===== config.mk =====
export PLATFORM = sky130hd
export DESIGN_NAME = ddr2_modereg_ctl
export DESIGN_NICKNAME = d
export VERILOG_FILES = /design/src/rtl/ddr2_mr_pkg.sv /design/src/rtl/mr_timer.sv /design/src/rtl/mr_store.sv /design/src/rtl/mr_decode.sv /design/src/rtl/ddr2_modereg_ctl.sv
export SDC_FILE = /design/constraint.sdc
export NUM_CORES = 1
export LEC_CHECK = 0
export BUFFER_PORTS_ARGS = -buffer_cell sky130_fd_sc_hd__buf_2
export CORE_MARGIN = 8
export CORE_UTILIZATION = 26
export CTS_CLUSTER_DIAMETER = 60
export DETAILED_ROUTE_END_ITERATION = 16
export HOLD_SLACK_MARGIN = 0.08
export PLACE_DENSITY = 0.58
export SKIP_LAST_GASP = 1
export SYNTH_ARGS = -nofsm -noshare
export SYNTH_HDL_FRONTEND = slang
export SYNTH_HIERARCHICAL = 1
export SYNTH_SLANG_ARGS = --single-unit

===== constraint.sdc =====
create_clock -name clk -period 4.1 [get_ports clk]
set_input_delay 0.41 -clock clk [delete_from_list [all_inputs] [get_ports clk]]
set_output_delay 0.41 -clock clk [all_outputs]
set_load 0.005 [all_outputs]

===== src/rtl/ddr2_mr_pkg.sv =====
package ddr2_mr_pkg;

  localparam int MR_W = 15;

  typedef enum logic [2:0] {
    OP_NOP       = 3'd0,
    OP_LOAD_MODE = 3'd1,
    OP_ACTIVE    = 3'd2,
    OP_READ      = 3'd3,
    OP_WRITE     = 3'd4,
    OP_PRECHARGE = 3'd5,
    OP_REFRESH   = 3'd6,
    OP_OTHER     = 3'd7
  } mr_cmd_e;

  // burst length field: 010 -> 4, 011 -> 8, else reserved (0)
  function automatic logic [3:0] bl_decode(input logic [2:0] code);
    case (code)
      3'b010:  return 4'd4;
      3'b011:  return 4'd8;
      default: return 4'd0;
    endcase
  endfunction

  // CAS latency field: codes 3..6 map to themselves
  function automatic logic [2:0] cl_decode(input logic [2:0] code);
    if (code >= 3'd3 && code <= 3'd6) return code;
    return 3'd0;
  endfunction

  // write recovery field: codes 1..5 map to 2..6 clocks
  function automatic logic [2:0] wr_decode(input logic [2:0] code);
    if (code >= 3'd1 && code <= 3'd5) return code + 3'd1;
    return 3'd0;
  endfunction

endpackage


===== src/rtl/mr_timer.sv =====
module mr_timer #(
  parameter int COUNT = 2
) (
  input  logic clk,
  input  logic rst_n,
  input  logic load,
  output logic active
);
  localparam int W = (COUNT < 1) ? 1 : $clog2(COUNT + 1);

  logic [W-1:0] cnt_q;

  always_ff @(posedge clk) begin
    if (!rst_n)             cnt_q <= '0;
    else if (load)          cnt_q <= W'(COUNT);
    else if (cnt_q != '0)   cnt_q <= cnt_q - 1'b1;
  end

  assign active = (cnt_q != '0);


  count_step_chk: assert property (@(posedge clk) disable iff (!rst_n)
    (!load && cnt_q != '0) |=> (cnt_q == $past(cnt_q) - 1'b1));

endmodule


===== src/rtl/mr_store.sv =====
module mr_store
  import ddr2_mr_pkg::*;
#(
  parameter logic [MR_W-1:0] RESET_WORD = 15'h0232
) (
  input  logic            clk,
  input  logic            rst_n,
  input  logic            wr_en,
  input  logic [MR_W-1:0] wr_word,
  output logic [MR_W-1:0] word_o,
  output logic            test_o,
  output logic            dll_pulse_o
);
  logic [MR_W-1:0] word_q;
  logic            dll_q;

  always_ff @(posedge clk) begin
    if (!rst_n) begin
      word_q <= RESET_WORD;
      dll_q  <= 1'b0;
    end else begin
      dll_q <= wr_en && !wr_word[7] && wr_word[8];
      if (wr_en) begin
        if (wr_word[7]) word_q[7] <= 1'b1;
        else            word_q    <= wr_word;
      end else if (dll_q) begin
        word_q[8] <= 1'b0;
      end
    end
  end

  assign word_o      = word_q;
  assign test_o      = word_q[7];
  assign dll_pulse_o = dll_q;


  dll_self_clear_chk: assert property (@(posedge clk) disable iff (!rst_n)
    (dll_q && !wr_en) |=> !word_q[8]);


  test_keeps_bits_chk: assert property (@(posedge clk) disable iff (!rst_n)
    $rose(word_q[7]) |-> (word_q[14:8] == $past(word_q[14:8]) &&
                          word_q[6:0]  == $past(word_q[6:0])));

endmodule


===== src/rtl/mr_decode.sv =====
module mr_decode
  import ddr2_mr_pkg::*;
(
  input  logic [2:0] bl_code,
  input  logic       bt_bit,
  input  logic [2:0] cl_code,
  input  logic [2:0] wr_code,
  input  logic       pd_bit,
  output logic [3:0] burst_len,
  output logic       interleave,
  output logic [2:0] cas_lat,
  output logic [2:0] wr_clk,
  output logic       pd_slow,
  output logic       reserved
);
  always_comb begin
    burst_len  = bl_decode(bl_code);
    cas_lat    = cl_decode(cl_code);
    wr_clk     = wr_decode(wr_code);
    interleave = bt_bit;
    pd_slow    = pd_bit;
    reserved   = (burst_len == 4'd0) || (cas_lat == 3'd0) || (wr_clk == 3'd0);
  end

endmodule


===== src/rtl/ddr2_modereg_ctl.sv =====
module ddr2_modereg_ctl
  import ddr2_mr_pkg::*;
#(
  parameter int              TMRD_CYCLES     = 2,
  parameter int              DLL_LOCK_CYCLES = 200,
  parameter logic [MR_W-1:0] RESET_WORD      = 15'h0232
) (
  input  logic            clk,
  input  logic            rst_n,
  input  logic            cmd_valid,
  output logic            cmd_ready,
  input  logic [2:0]      cmd_op,
  input  logic [1:0]      cmd_bank,
  input  logic [MR_W-1:0] cmd_addr,
  input  logic            banks_idle,
  input  logic            burst_active,
  output logic [MR_W-1:0] mode_word,
  output logic [3:0]      burst_len,
  output logic            burst_interleave,
  output logic [2:0]      cas_latency,
  output logic [2:0]      write_recovery,
  output logic            pd_slow_exit,
  output logic            test_mode,
  output logic            dll_reset_pulse,
  output logic            mrd_busy,
  output logic            read_locked,
  output logic            lm_error,
  output logic            reserved_code
);
  logic is_read, lm_cmd, lm_legal, lm_bad, lock_load, err_q;

  assign is_read   = (cmd_op == OP_READ);
  assign cmd_ready = !mrd_busy && !(is_read && read_locked);

  assign lm_cmd    = cmd_valid && cmd_ready && (cmd_op == OP_LOAD_MODE) &&
                     (cmd_bank == 2'b00);
  assign lm_legal  = lm_cmd && banks_idle && !burst_active;
  assign lm_bad    = lm_cmd && !lm_legal;
  assign lock_load = lm_legal && !cmd_addr[7] && cmd_addr[8];

  always_ff @(posedge clk) begin
    if (!rst_n) err_q <= 1'b0;
    else        err_q <= lm_bad;
  end
  assign lm_error = err_q;

  mr_store #(.RESET_WORD(RESET_WORD)) u_store (
    .clk(clk), .rst_n(rst_n), .wr_en(lm_legal), .wr_word(cmd_addr),
    .word_o(mode_word), .test_o(test_mode), .dll_pulse_o(dll_reset_pulse)
  );

  mr_timer #(.COUNT(TMRD_CYCLES)) u_guard (
    .clk(clk), .rst_n(rst_n), .load(lm_legal), .active(mrd_busy)
  );

  mr_timer #(.COUNT(DLL_LOCK_CYCLES)) u_lock (
    .clk(clk), .rst_n(rst_n), .load(lock_load), .active(read_locked)
  );

  mr_decode u_dec (
    .bl_code(mode_word[2:0]), .bt_bit(mode_word[3]), .cl_code(mode_word[6:4]),
    .wr_code(mode_word[11:9]), .pd_bit(mode_word[12]),
    .burst_len(burst_len), .interleave(burst_interleave), .cas_lat(cas_latency),
    .wr_clk(write_recovery), .pd_slow(pd_slow_exit), .reserved(reserved_code)
  );


  lock_with_dll_chk: assert property (@(posedge clk) disable iff (!rst_n)
    dll_reset_pulse |-> read_locked);


  err_keeps_word_chk: assert property (@(posedge clk) disable iff (!rst_n)
    lm_error |-> ($stable(mode_word) && !mrd_busy));


  guard_after_write_chk: assert property (@(posedge clk) disable iff (!rst_n)
    lm_legal |=> (mrd_busy && !cmd_ready));

endmodule


[Word-level counts from Yosys, hierarchy flattened]
Index checks and enable logic that the tools add are counted.
Cells by class
  div/mod/pow operators: 0
  $add $sub $neg: 3
  equal/unequal tests: 5
  shifts and indexed selects: 0
  reduce and logical (&&, ||, !) cells: 32
  multiplexer cells: 15
  order comparisons: 4
  bitwise gates (word level): 2
  $mul: 0
Operators with widths (count)
  $mux W8: 2
  $logic_and A1 B1 Y1: 12
  $mux W3: 4
  $eq A3 B2 Y1 const B: 3
  $pmux W4 S2: 1
  $reduce_bool A2 Y1: 4
  $reduce_bool A8 Y1: 1
  $sub A8 B1 Y8 const B: 1
  $le A3 B3 Y1 const B: 2
  $logic_not A3 Y1: 2
  $mux W1: 6
  $logic_not A1 Y1: 5
  $logic_not A4 Y1: 1
  $mux W2: 2
  $reduce_and A2 Y1: 2
  $reduce_or A2 Y1: 2
  $add A3 B1 Y3 const B: 1
  $eq A3 B1 Y1 const B: 1
  $ge A3 B1 Y1 const B: 1
  $ge A3 B2 Y1 const B: 1
  $logic_not A2 Y1: 1
  $logic_or A1 B1 Y1: 2
  $ne A2 B2 Y1 const B: 1
  $not A1 Y1: 2
  $sub A2 B1 Y2 const B: 1
Storage, ports and cells
  output and inout bits: 34
  bits of input ports: 25
  register bits: 27
  memory bits (read-only): 0
  memories kept: 0
  bits in writable memories: 0
  latch bits: 0
  logic and storage cells: 70

[Logic depth before layout (Yosys ltp)]
Gate-level depths: netlist (run 1).
  depth after elaboration: 12
  depth in mapped cells: 7
  gate-level depth less buffers: 6

[Hierarchy]
Netlist (run 1), hierarchy kept.
By module, submodules not included
  mr_store: sequential area each 320.3 um2, area each 619.3 um2, instances 1, cells each 67
  mr_timer (u_lock): sequential area each 160.2 um2, area each 435.4 um2, instances 1, cells each 45
  mr_decode: sequential area each 0.0 um2, area each 203.9 um2, instances 1, cells each 29
  ddr2_modereg_ctl: sequential area each 20.0 um2, area each 107.6 um2, instances 1, cells each 10
  mr_timer (u_guard): sequential area each 40.0 um2, area each 70.1 um2, instances 1, cells each 6

[Least setup slack after synthesis (run 1)]
OpenSTA, ideal clock, no wires.
  path kind: register to register
  start point: register u_guard.cnt_q[0]
  end point: register u_store.word_q[10] (netlist: u_store/word_o[10])
  stages on the path, launching flop included: 8
  data required time: 4034 ps
  setup time: 66 ps
  path slack: 2004 ps
  buffers on the path: 1
  arrival time: 2030 ps
  period minus slack after synthesis: 2096 ps
  cell sequence: dfxtp_1 or2_1 or3b_2 nor4b_2 nor2b_4 buf_6 nand2_1 a21boi_2
On the way
  longest elaborated chain between the ends: 9
Ends and longest elaborated chain
  start, declared: RTL line mr_timer.sv:11  | logic [W-1:0] cnt_q;
  start signal, assigned: RTL line mr_timer.sv:15  | else if (load) cnt_q <= W'(COUNT);
  start signal, assigned: RTL line mr_timer.sv:16  | else if (cnt_q != '0) cnt_q <= cnt_q - 1'b1;
  $reduce_bool A2 Y1: RTL line mr_timer.sv:19  | assign active = (cnt_q != '0);
  via mrd_busy: RTL line ddr2_modereg_ctl.sv:25  | output logic mrd_busy,
  $logic_not A1 Y1: RTL line ddr2_modereg_ctl.sv:33  | assign cmd_ready = !mrd_busy && !(is_read && read_locked);
  $logic_and A1 B1 Y1: RTL line ddr2_modereg_ctl.sv:33
  $logic_and A1 B1 Y1 (3 in a row): RTL line ddr2_modereg_ctl.sv:35  | assign lm_cmd = cmd_valid && cmd_ready && (cmd_op == OP_LOAD_MODE) &&
  $logic_and A1 B1 Y1 (2 in a row): RTL line ddr2_modereg_ctl.sv:37  | assign lm_legal = lm_cmd && banks_idle && !burst_active;
  via lm_legal: RTL line ddr2_modereg_ctl.sv:30  | logic is_read, lm_cmd, lm_legal, lm_bad, lock_load, err_q;
  $reduce_and A2 Y1 (no line)
  end signal, assigned: RTL line mr_store.sv:25  | else word_q <= wr_word;
  end, declared: RTL line mr_store.sv:14  | logic [MR_W-1:0] word_q;
The timed path passes the listed nets, and every way through them passes these cells.
A chain may end at the register's enable or synchronous reset.

[Worst setup path in the final report (run 1)]
  start point: register u_guard.cnt_q[0]
  end point: register u_store.word_q[8] (netlist: u_store/word_o[8])
On the way
  longest elaborated chain between the ends: 10
  elaborated cells on any way between the ends: 12
  classes of those cells: eq/ne (1); mux (1); reduce/logical (10)
Ends and longest elaborated chain (RTL line)
  $reduce_bool A2 Y1 (*): mr_timer.sv:19
  $logic_not A1 Y1 (*): ddr2_modereg_ctl.sv:33
  $logic_and A1 B1 Y1 (*): ddr2_modereg_ctl.sv:33
  $logic_and A1 B1 Y1 (*) (3 in a row): ddr2_modereg_ctl.sv:35
  $logic_and A1 B1 Y1 (*) (2 in a row): ddr2_modereg_ctl.sv:37
  via lm_legal: ddr2_modereg_ctl.sv:30
  $ne A2 B2 Y1 (no line) or $reduce_bool A2 Y1 (tied branches)
  $reduce_and A2 Y1 (no line)
The timed path passes the listed nets; every way through them passes the cells marked *.

==> impl_metrics.json, run 1 <==
{
  "cts_buffer_depth": 2,
  "synth_most_common_cell": "nand2_1",
  "die_y_um": 90.3,
  "yosys.area.top_type": "dfxtp_1",
  "power.share.switching_pct": 33.7,
  "nets": 239,
  "synth_edf_count": 0,
  "max_cap_violations": 0,
  "path_class": "flop to flop",
  "hold_path_class": "input pin to flop",
  "diodes": 0,
  "dp_slack_ps": 1610,
  "antenna_found_initial": 0,
  "intPower_uw": 491,
  "end_kind": "flop",
  "dieArea_um2": 8160,
  "start_util_pct": 26.6,
  "slew-limit-headroom_pct": 59.4,
  "drtPass1Iterations": 4,
  "synthTopCellsByCount": "nand2_1, dfxtp_1, a21oi_1",
  "synth_seq_cells": 27,
  "min_period_over_period_pct": 59.2,
  "async_flop_share_pct": 0,
  "peakVddDrop_uv": 149,
  "yosysUniqueCellTypes": 47,
  "numCtsBuffers": 3,
  "finClkSkew_ps": 6.55,
  "setup_ws_ps": 1670,
  "timing.fmax_mhz": 412,
  "num_io_pins": 59,
  "grt-ovfl-total": 0,
  "drv_slew": 0,
  "cts_sinks": 27,
  "drt_wl_total_um": 3520,
  "drive_gt1_share_pct": 39.2,
  "synthDominantCellAreaShare_pct": 37.6,
  "grt_pass1_vias": 1232,
  "p_leak_nw": 0.761,
  "cts_tree": "built",
  "grt_max_degree": 24,
  "vias": 1235,
  "grt_setup_unrepaired": "no",
  "outcome": "complete, no violations",
  "clk_latency_ps": 280,
  "io_buffers": 56,
  "wl_per_cell_um": 12.5,
  "tightest_slew_ps": 607,
  "drt_iter0_markers": 19,
  "crit_arrival_ps": 2660,
  "grt_pass1_wl_um": 5950,
  "hold_viol_final": 0,
  "synthCells": 157,
  "htreeDepth": 1,
  "cts_resized": 0,
  "ctsHoldBuffers": 0,
  "drt.antenna.violating_nets": 0,
  "syn_area_um2": 1440,
  "syn_area_per_cell_um2": 9.15,
  "seqPwrFrac_pct": 45.0,
  "setup_tns_ps": 0,
  "seq_area_frac_synth_pct": 37.6,
  "yosys_warnings": 6,
  "die_x_um": 90.3,
  "required_ps": 4330,
  "postCtsSetupBuffers": 0,
  "path_max_fanout": 14,
  "setup_viol": 0,
  "cp-start-kind": "flop",
  "syn2layout_area_growth_pct": 24.9,
  "power_density_nw_per_um2": 413,
  "core_um2": 5410,
  "period_minus_slack_ps": 2430,
  "switchingPower_uw": 250,
  "num_rows": 27,
  "hpwl_um": 2830,
  "vias_per_cell": 4.40,
  "combPwrFrac_pct": 33.9,
  "synth.area.top_cells": "dfxtp_1, nand2_1, a21boi_2",
  "place_congestion": 0.725,
  "ys.flop_type": "dfxtp_1",
  "grt.total_usage_pct": 8.74,
  "clkSlewWorstSetupHoldPaths_ps": 100,
  "root_buffer": "clkbuf_8",
  "route.detailed.drc": 0,
  "fin_util_pct": 33.2,
  "pwr-share-clk_pct": 21.1
}
[layer usage]
metal / GRT usage [%] / share of wire [%]
met2: 16.6 / 55
met3: 1.75 / 3.2
met4: 4.99 / 2.3
met1: 8.60 / 40
met5: 0 / 0
[path summary, 6_finish.rpt]
kind                                          from                 end  slack (ps)  cells after the start
worst max-delay path              u_guard/cnt_q[0]   u_store/word_o[8]        1670                      6
worst min-delay path                   cmd_addr[5]   u_store/word_o[5]         330                      3
worst max register to register    u_guard/cnt_q[0]   u_store/word_o[8]        1670                      6
worst min register to register  u_store/word_o[14]  u_store/word_o[14]         470                      2
[worst max-delay path: stages, from the launching register on]
cell	delay (ps)
dfxtp_1	330
or2_1	260
or3b_2	500
nor4b_2	550
nor2b_4	430
and3_1	220
a31o_2	100
[layout make-up]
class	instances	area (um2)
Clock buffer	3	41.3
Clock inverter	1	7.51
Fill cell	594	3610
Inverter	5	18.8
Multi-Input combinational cell	117	816
Sequential cell	27	541
Tap cell	72	90.1
Timing Repair Buffer	56	280
[power by group through the flow]
stage	sequential, mW	clock, mW	combinational (mW)
5_1_grt	0.338	0.178	0.281
4_1_cts	0.333	0.166	0.254
3_3_place_gp	0.337	0	0.250
3_5_place_dp	0.339	0	0.253
6_report	0.333	0.156	0.251
2_1_floorplan	0.329	0	0.201
[flip-flops by register name, summed over array words and instances, names as in the netlist]
signal               flops
u_store/dll_pulse_o      1
u_lock/cnt_q             8
u_store/word_o          15
lm_error                 1
u_guard/cnt_q            2
[cell families (layout without fill, tap and decap cells)]
| group | count (synthesis) | count (layout) | synth area share [%] |
|---|---|---|---|
| other | 1 | 2 | 0.261 |
| flip-flops | 27 | 27 | 37.6 |
| adder cells (fa/ha/maj) | 4 | 4 | 3.48 |
| XOR/XNOR | 3 | 3 | 1.83 |
| AO/OA/AOI/OAI | 35 | 35 | 21.2 |
| buffers and inverters | 14 | 65 | 5.84 |
| AND/OR/NAND/NOR | 73 | 73 | 29.8 |
[cell usage in the layout, fill, tap and decap left out, types with 2 or more instances in the layout]
| cell | synthesis | layout |
|---|---|---|
| a21boi_0 | 5 | 5 |
| a21boi_2 | 6 | 6 |
| a21oi_1 | 7 | 7 |
| and2_1 | 4 | 4 |
| buf_2 | 1 | 56 |
| clkbuf_8 | 0 | 3 |
| conb_1 | 1 | 2 |
| dfxtp_1 | 27 | 27 |
| ha_1 | 4 | 4 |
| inv_1 | 5 | 5 |
| nand2_1 | 30 | 30 |
| nand2b_1 | 5 | 5 |
| nand3_1 | 5 | 5 |
| nor2_1 | 4 | 4 |
| nor2b_1 | 4 | 4 |
| nor3_1 | 3 | 3 |
| nor4_1 | 2 | 2 |
| nor4b_2 | 2 | 2 |
| o21a_1 | 2 | 2 |
| o21ai_0 | 3 | 3 |
| o31a_1 | 2 | 2 |
| or3b_2 | 2 | 2 |
| or4b_4 | 2 | 2 |
| xor2_1 | 2 | 2 |
[stage by stage]
| step | hold slack (ps) | std cells | total power, mW | cell area (um2) |
|---|---|---|---|---|
| 2_1_floorplan | 456 | 158 | 0.530 | 1440 |
| 3_3_place_gp | 456 | 277 | 0.588 | 1750 |
| 3_5_place_dp | 462 | 277 | 0.592 | 1750 |
| 4_1_cts | 320 | 281 | 0.753 | 1790 |
| 5_1_grt | 327 | 281 | 0.796 | 1790 |
| 6_report | 329 | 281 | 0.741 | 1790 |
Note: power is estimated with default switching activity, not from simulation.
==> run 2, diff against run 1 <==
--- a/config.mk
+++ b/config.mk
@@ -5,13 +5,14 @@
 export SDC_FILE = /design/constraint.sdc
 export NUM_CORES = 1
 export LEC_CHECK = 0
+export ABC_AREA = 1
 export BUFFER_PORTS_ARGS = -buffer_cell sky130_fd_sc_hd__buf_2
 export CORE_MARGIN = 8
 export CORE_UTILIZATION = 26
 export CTS_CLUSTER_DIAMETER = 60
 export DETAILED_ROUTE_END_ITERATION = 16
 export HOLD_SLACK_MARGIN = 0.08
-export PLACE_DENSITY = 0.58
+export PLACE_DENSITY = 0.6
 export SKIP_LAST_GASP = 1
 export SYNTH_ARGS = -nofsm -noshare
 export SYNTH_HDL_FRONTEND = slang
==> constraint.sdc (replaced) <==
create_clock -name clk -period 2.2 [get_ports clk]
set_input_delay 0.22 -clock clk [delete_from_list [all_inputs] [get_ports clk]]
set_output_delay 0.22 -clock clk [all_outputs]
set_load 0.005 [all_outputs]
==> run 2 against run 1 <==
Compared with the run above:
- highest routed layer unchanged
- non-clock buffer count increased by 2
- global-route usage increased by 0.24 points
- area after synthesis increased by 4.4%
==> impl_metrics.json, run 2 <==
{
  "finClkSkew_ps": 7.16,
  "drtPass1Iterations": 4,
  "grt_max_degree": 21,
  "dpl-instance-area_um2": 1830,
  "hpwl_um": 3210,
  "ff2ff_path_depth": 12,
  "whs_ps": 142,
  "grt-ovfl-total": 0,
  "vias": 1440,
  "peakVddDrop_uv": 348,
  "vias_per_cell": 4.19,
  "grt_setup_unrepaired": "no",
  "timing.hold.worst_endpoint": "u_store/word_o[5]",
  "die_y_um": 92.0,
  "drt.antenna.violating_nets": 0,
  "drt_iter0_markers": 83,
  "required_ps": 2370,
  "path_delay_family": "simple AND/OR/NAND/NOR gates",
  "period_minus_slack_ps": 1920,
  "hold_path_class": "input pin to flop",
  "cp_slowest_cell": "dfxtp_1",
  "seq_area_um2": 541,
  "critPathLaunch": "u_lock/cnt_q[0]",
  "grt.total_usage_pct": 8.98,
  "place_congestion": 0.795,
  "timing.fmax_mhz": 520,
  "synth.area.top_cells": "dfxtp_1, nand2_1, nor2_1",
  "drive_gt1_share_pct": 30.1,
  "synth_most_common_cell": "nand2_1",
  "rr_startpoint": "u_lock/cnt_q[0]",
  "core_um2": 5540,
  "yosys_warnings": 6,
  "grt_pass1_vias": 1331,
  "power_density_nw_per_um2": 858,
  "root_buffer": "clkbuf_8",
  "largest_reg_flops": 15,
  "layout_commonest_cell": "buf_2",
  "crit_top_cell": "nor2_1",
  "htreeDepth": 1,
  "max_cap_violations": 0,
  "numCtsBuffers": 3,
  "async_flop_share_pct": 0,
  "total_power_mw": 1.61,
  "min_period_over_period_pct": 87.5,
  "ctsHoldBuffers": 0,
  "layout_common_cells": "buf_2, nand2_1, nor2_1, inv_1, dfxtp_1",
  "fillers": 616,
  "clkSlewWorstSetupHoldPaths_ps": 100,
  "io_buffers": 56,
  "synth_edf_count": 0,
  "stdcell_area_um2": 1870,
  "drv_slew": 0,
  "postCtsSetupBuffers": 0,
  "crit_chain": "inv_1 > ha_1 > nand4_4 > nand2_1 > nor2_1 > nor2_2 > nand3_2 > inv_1 > nand2_2 > clkinv_2 > nor2_1 > nor2_1",
  "end_kind": "flop",
  "cts_resized": 0,
  "antenna_found_initial": 0,
  "path_max_fanout": 15,
  "worstHoldPathCells": 3,
  "syn2layout_area_growth_pct": 24.9,
  "seq_area_frac_synth_pct": 36.0,
  "die_x_um": 92.0,
  "synth_seq_cells": 27,
  "path_buf_inv": 3,
  "multi_input_area_um2": 767,
  "setup_viol": 0,
  "setup_tns_ps": 0,
  "dieArea_um2": 8460,
  "start_util_pct": 27.1,
  "r2r-end": "u_store/word_o[13]",
  "diodes": 0,
  "cpPeakStageDelay_ps": 400,
  "num_rows": 27,
  "cts_buffer_depth": 2,
  "crit_arrival_ps": 2100,
  "min_from": "cmd_addr[5]",
  "route.detailed.drc": 0,
  "cts_tree": "built",
  "synthDominantCellAreaShare_pct": 36.0,
  "r2r_setup_slack_ps": 280,
  "clk_latency_ps": 270,
  "cts_sinks": 27,
  "p_leak_nw": 1.00,
  "yosysUniqueCellTypes": 30,
  "synthTopCellsByCount": "nand2_1, nor2_1, inv_1",
  "ys.flop_type": "dfxtp_1",
  "syn_area_per_cell_um2": 6.88,
  "wl_per_cell_um": 11.5,
  "synthCells": 218,
  "yosys.area.top_type": "dfxtp_1",
  "syn_area_um2": 1500,
  "cp-start-kind": "flop",
  "outcome": "complete, no violations",
  "hold_viol_final": 0,
  "path_class": "flop to flop",
  "nets": 302,
  "drt_wl_total_um": 3940,
  "num_io_pins": 59,
  "grt_pass1_wl_um": 6310
}
-- run 2: cell types whose count changed after synthesis, sizes merged, moves of 3 or more --
cell / before / now
inv: 5 / 34
nor3: 3 / 0
and2: 4 / 1
a21boi: 11 / 1
nor2b: 5 / 0
nand3b: 0 / 9
nand2: 30 / 50
nand2b: 6 / 0
nor2: 4 / 46
nand3: 5 / 12
o21ai: 3 / 8
-- run 2: kinds of logic after synthesis --
logic type / after synthesis / share of synthesized area [%]
buffers and inverters: 44 / 13.1
other: 1 / 0.250
and+or+nand+nor: 121 / 39.0
xor gates and xnor gates: 1 / 0.584
DFF: 27 / 36.0
AOI/OAI and AO/OA: 20 / 7.67
adders and majority gates: 4 / 3.34
-- run 2: worst min-delay path, stage by stage --
cell and delay [ps]:
buf_2 80, nand2_1 40, nand3_1 50
-- run 2: how the worst max path moves through the flow --
stage,end,cells after the start
2_1_floorplan,u_store/word_o[10],13
3_3_place_gp,u_store/word_o[14],12
3_5_place_dp,u_store/word_o[13],12
4_1_cts,u_store/word_o[13],12
5_1_grt,u_store/word_o[6],12
6_report,u_store/word_o[13],12
-- run 2: metrics by stage --
step | worst slack [ps] | std cells | utilization [%]
2_1_floorplan | 450 | 219 | -
3_3_place_gp | 397 | 340 | 32.9
3_5_place_dp | 301 | 340 | 32.9
4_1_cts | 273 | 344 | 33.8
5_1_grt | 101 | 344 | 33.8
6_report | 276 | 344 | 33.8
-- run 2: routing by layer --
metal  vias to the layer above  share of wire [%]  GRT usage (%)
li1                        770                  -              -
met1                       642                 44           10.6
met2                        26                 50           15.8
met3                         2                4.4           1.39
met4                         0                1.0           3.62
met5                         -                  0              0
-- run 2: final cells by class --
type,count,share of cell area (%)
Clock buffer,3,2.20
Multi-Input combinational cell,148,40.9
Sequential cell,27,28.8
Timing Repair Buffer,58,15.8
Clock inverter,1,0.401
Tap cell,72,4.81
Inverter,35,7.08
-- run 2: report_power, final --
part	internal [mW]	switching, mW
logic	0.262	0.395
registers	0.563	0.0994
clock network	0.128	0.161
==> run 3, diff against run 2 <==
--- a/config.mk
+++ b/config.mk
@@ -7,13 +7,15 @@
 export LEC_CHECK = 0
 export ABC_AREA = 1
 export BUFFER_PORTS_ARGS = -buffer_cell sky130_fd_sc_hd__buf_2
+export CAP_MARGIN = 40
 export CORE_MARGIN = 8
-export CORE_UTILIZATION = 26
+export CORE_UTILIZATION = 43
 export CTS_CLUSTER_DIAMETER = 60
 export DETAILED_ROUTE_END_ITERATION = 16
 export HOLD_SLACK_MARGIN = 0.08
-export PLACE_DENSITY = 0.6
+export PLACE_DENSITY = 0.85
 export SKIP_LAST_GASP = 1
+export SLEW_MARGIN = 20
 export SYNTH_ARGS = -nofsm -noshare
 export SYNTH_HDL_FRONTEND = slang
 export SYNTH_HIERARCHICAL = 1
==> run 3 against run 2 <==
Compared with the run above:
- clock-buffer cell count unchanged
- first-iteration DRC count up 13%
- largest cell class unchanged
- die area fell by 33%
- register-to-register slack better by 50 ps
==> impl_metrics.json, run 3 (synthesis gave the netlist of run 2 again) <==
{
  "io_buffers": 56,
  "layout_commonest_cell": "buf_2",
  "outcome": "complete, no violations",
  "numCtsBuffers": 3,
  "vias_per_cell": 4.59,
  "clk_latency_ps": 330,
  "grt_pass1_vias": 1370,
  "critPathLaunch": "u_lock/cnt_q[0]",
  "crit_arrival_ps": 2120,
  "crit_chain": "inv_1 > ha_1 > nand4_4 > nand2_1 > nor2_1 > nor2_2 > nand3_2 > inv_1 > nand2_2 > clkinv_2 > nor2_1 > nor2_1",
  "cp_slowest_cell": "dfxtp_1",
  "end_kind": "flop",
  "p_leak_nw": 0.991,
  "path_delay_family": "simple AND/OR/NAND/NOR gates",
  "stdcell_area_um2": 1830,
  "cp-start-kind": "flop",
  "drt.antenna.violating_nets": 0,
  "rr_startpoint": "u_lock/cnt_q[0]",
  "required_ps": 2440,
  "postCtsSetupBuffers": 0,
  "num_rows": 21,
  "place_congestion": 0.839,
  "drive_gt1_share_pct": 29.8,
  "path_buf_inv": 3,
  "wl_per_cell_um": 11.4,
  "period_minus_slack_ps": 1880,
  "start_util_pct": 45.0,
  "grt.total_usage_pct": 12.7,
  "cpPeakStageDelay_ps": 400,
  "timing.fmax_mhz": 533,
  "nets": 302,
  "min_from": "cmd_addr[5]",
  "grt_max_degree": 22,
  "grt_pass1_wl_um": 5710,
  "hpwl_um": 2920,
  "dieArea_um2": 5630,
  "grt-ovfl-total": 0,
  "power_density_nw_per_um2": 836,
  "drt_wl_total_um": 3620,
  "die_x_um": 75.1,
  "cts_sinks": 27,
  "vias": 1461,
  "largest_reg_flops": 15,
  "die_y_um": 75.1,
  "route.detailed.drc": 0,
  "hold_viol_final": 0,
  "diodes": 0,
  "setup_viol": 0,
  "setup_tns_ps": 0,
  "min_period_over_period_pct": 85.3,
  "antenna_found_initial": 0,
  "dp_cells": 313,
  "drv_slew": 0,
  "grt_setup_unrepaired": "no",
  "max_cap_violations": 0,
  "final_cells": 318,
  "cts_buffer_depth": 2,
  "whs_ps": 87.3,
  "core_um2": 3340,
  "clkSlewWorstSetupHoldPaths_ps": 150,
  "path_class": "flop to flop",
  "finClkSkew_ps": 6.14,
  "crit_top_cell": "nor2_1",
  "hold_path_class": "input pin to flop",
  "peakVddDrop_uv": 531,
  "drt_iter0_markers": 94,
  "syn2layout_area_growth_pct": 21.7,
  "root_buffer": "clkbuf_4",
  "dpl-instance-area_um2": 1790,
  "cts_tree": "built",
  "htreeDepth": 1,
  "path_max_fanout": 15,
  "layout_common_cells": "buf_2, nand2_1, nor2_1, inv_1, dfxtp_1",
  "num_io_pins": 59,
  "drtPass1Iterations": 4
}
## run 3: changes by cell type in the layout (fill, tap and decap cells not counted)
cell	delta
dlygate4sd3_1	+1
clkbuf_4	+3
clkbuf_8	-3
buf_4	-1
## run 3: stage by stage
stage	power [mW]	util, %	worst slack [ps]
global placement	1.29	53.5	428
global route	1.64	54.7	127
floorplan	1.17	-	450
CTS	1.52	54.7	329
finish	1.53	54.7	323
detailed placement	1.30	53.5	352
## run 3: cell type report
cell class                 count  area (um2)
tap                           46        57.6
inverter                      35         133
clock inverter                 1        7.51
fill                         326        1510
clock buffer                   3        22.5
multi-input combinational    148         767
timing repair buffer          58         298
sequential                    27         541
## run 3: worst reg2reg max path, delay by kind of cell, from the launching register on
kind          cells  cell delay (ps)
flops             1              400
fa+ha+maj         1              240
buf+inv           3              360
simple gates      8              800
## run 3: path summary, 6_finish.rpt
| kind | cells after the start | slack, ps | to |
|---|---|---|---|
| min reg2reg | 2 | 460 | u_guard/cnt_q[0] |
| max | 12 | 320 | u_store/word_o[3] |
| max reg2reg | 12 | 320 | u_store/word_o[3] |
| min | 3 | 90 | u_store/word_o[5] |
## run 3: what timing repair did
| item | 4_1_cts | 5_1_grt |
|---|---|---|
| endpoints found under the hold margin | 1 | 0 |
| resized for setup | 0 | 0 |
| hold buffers | 1 | 0 |
## run 3: per-layer routing
metal	GRT usage, %	wire [um]	up-vias
met3	2.00	240	6
li1	-	-	767
met5	0	0	-
met1	14.2	1450	646
met4	7.17	74	0
met2	22.3	1860	42
## run 3: where the power goes
group	internal, mW	switching (mW)	total, mW
logic	0.262	0.389	0.651
clock network	0.0695	0.150	0.220
registers	0.563	0.0930	0.656
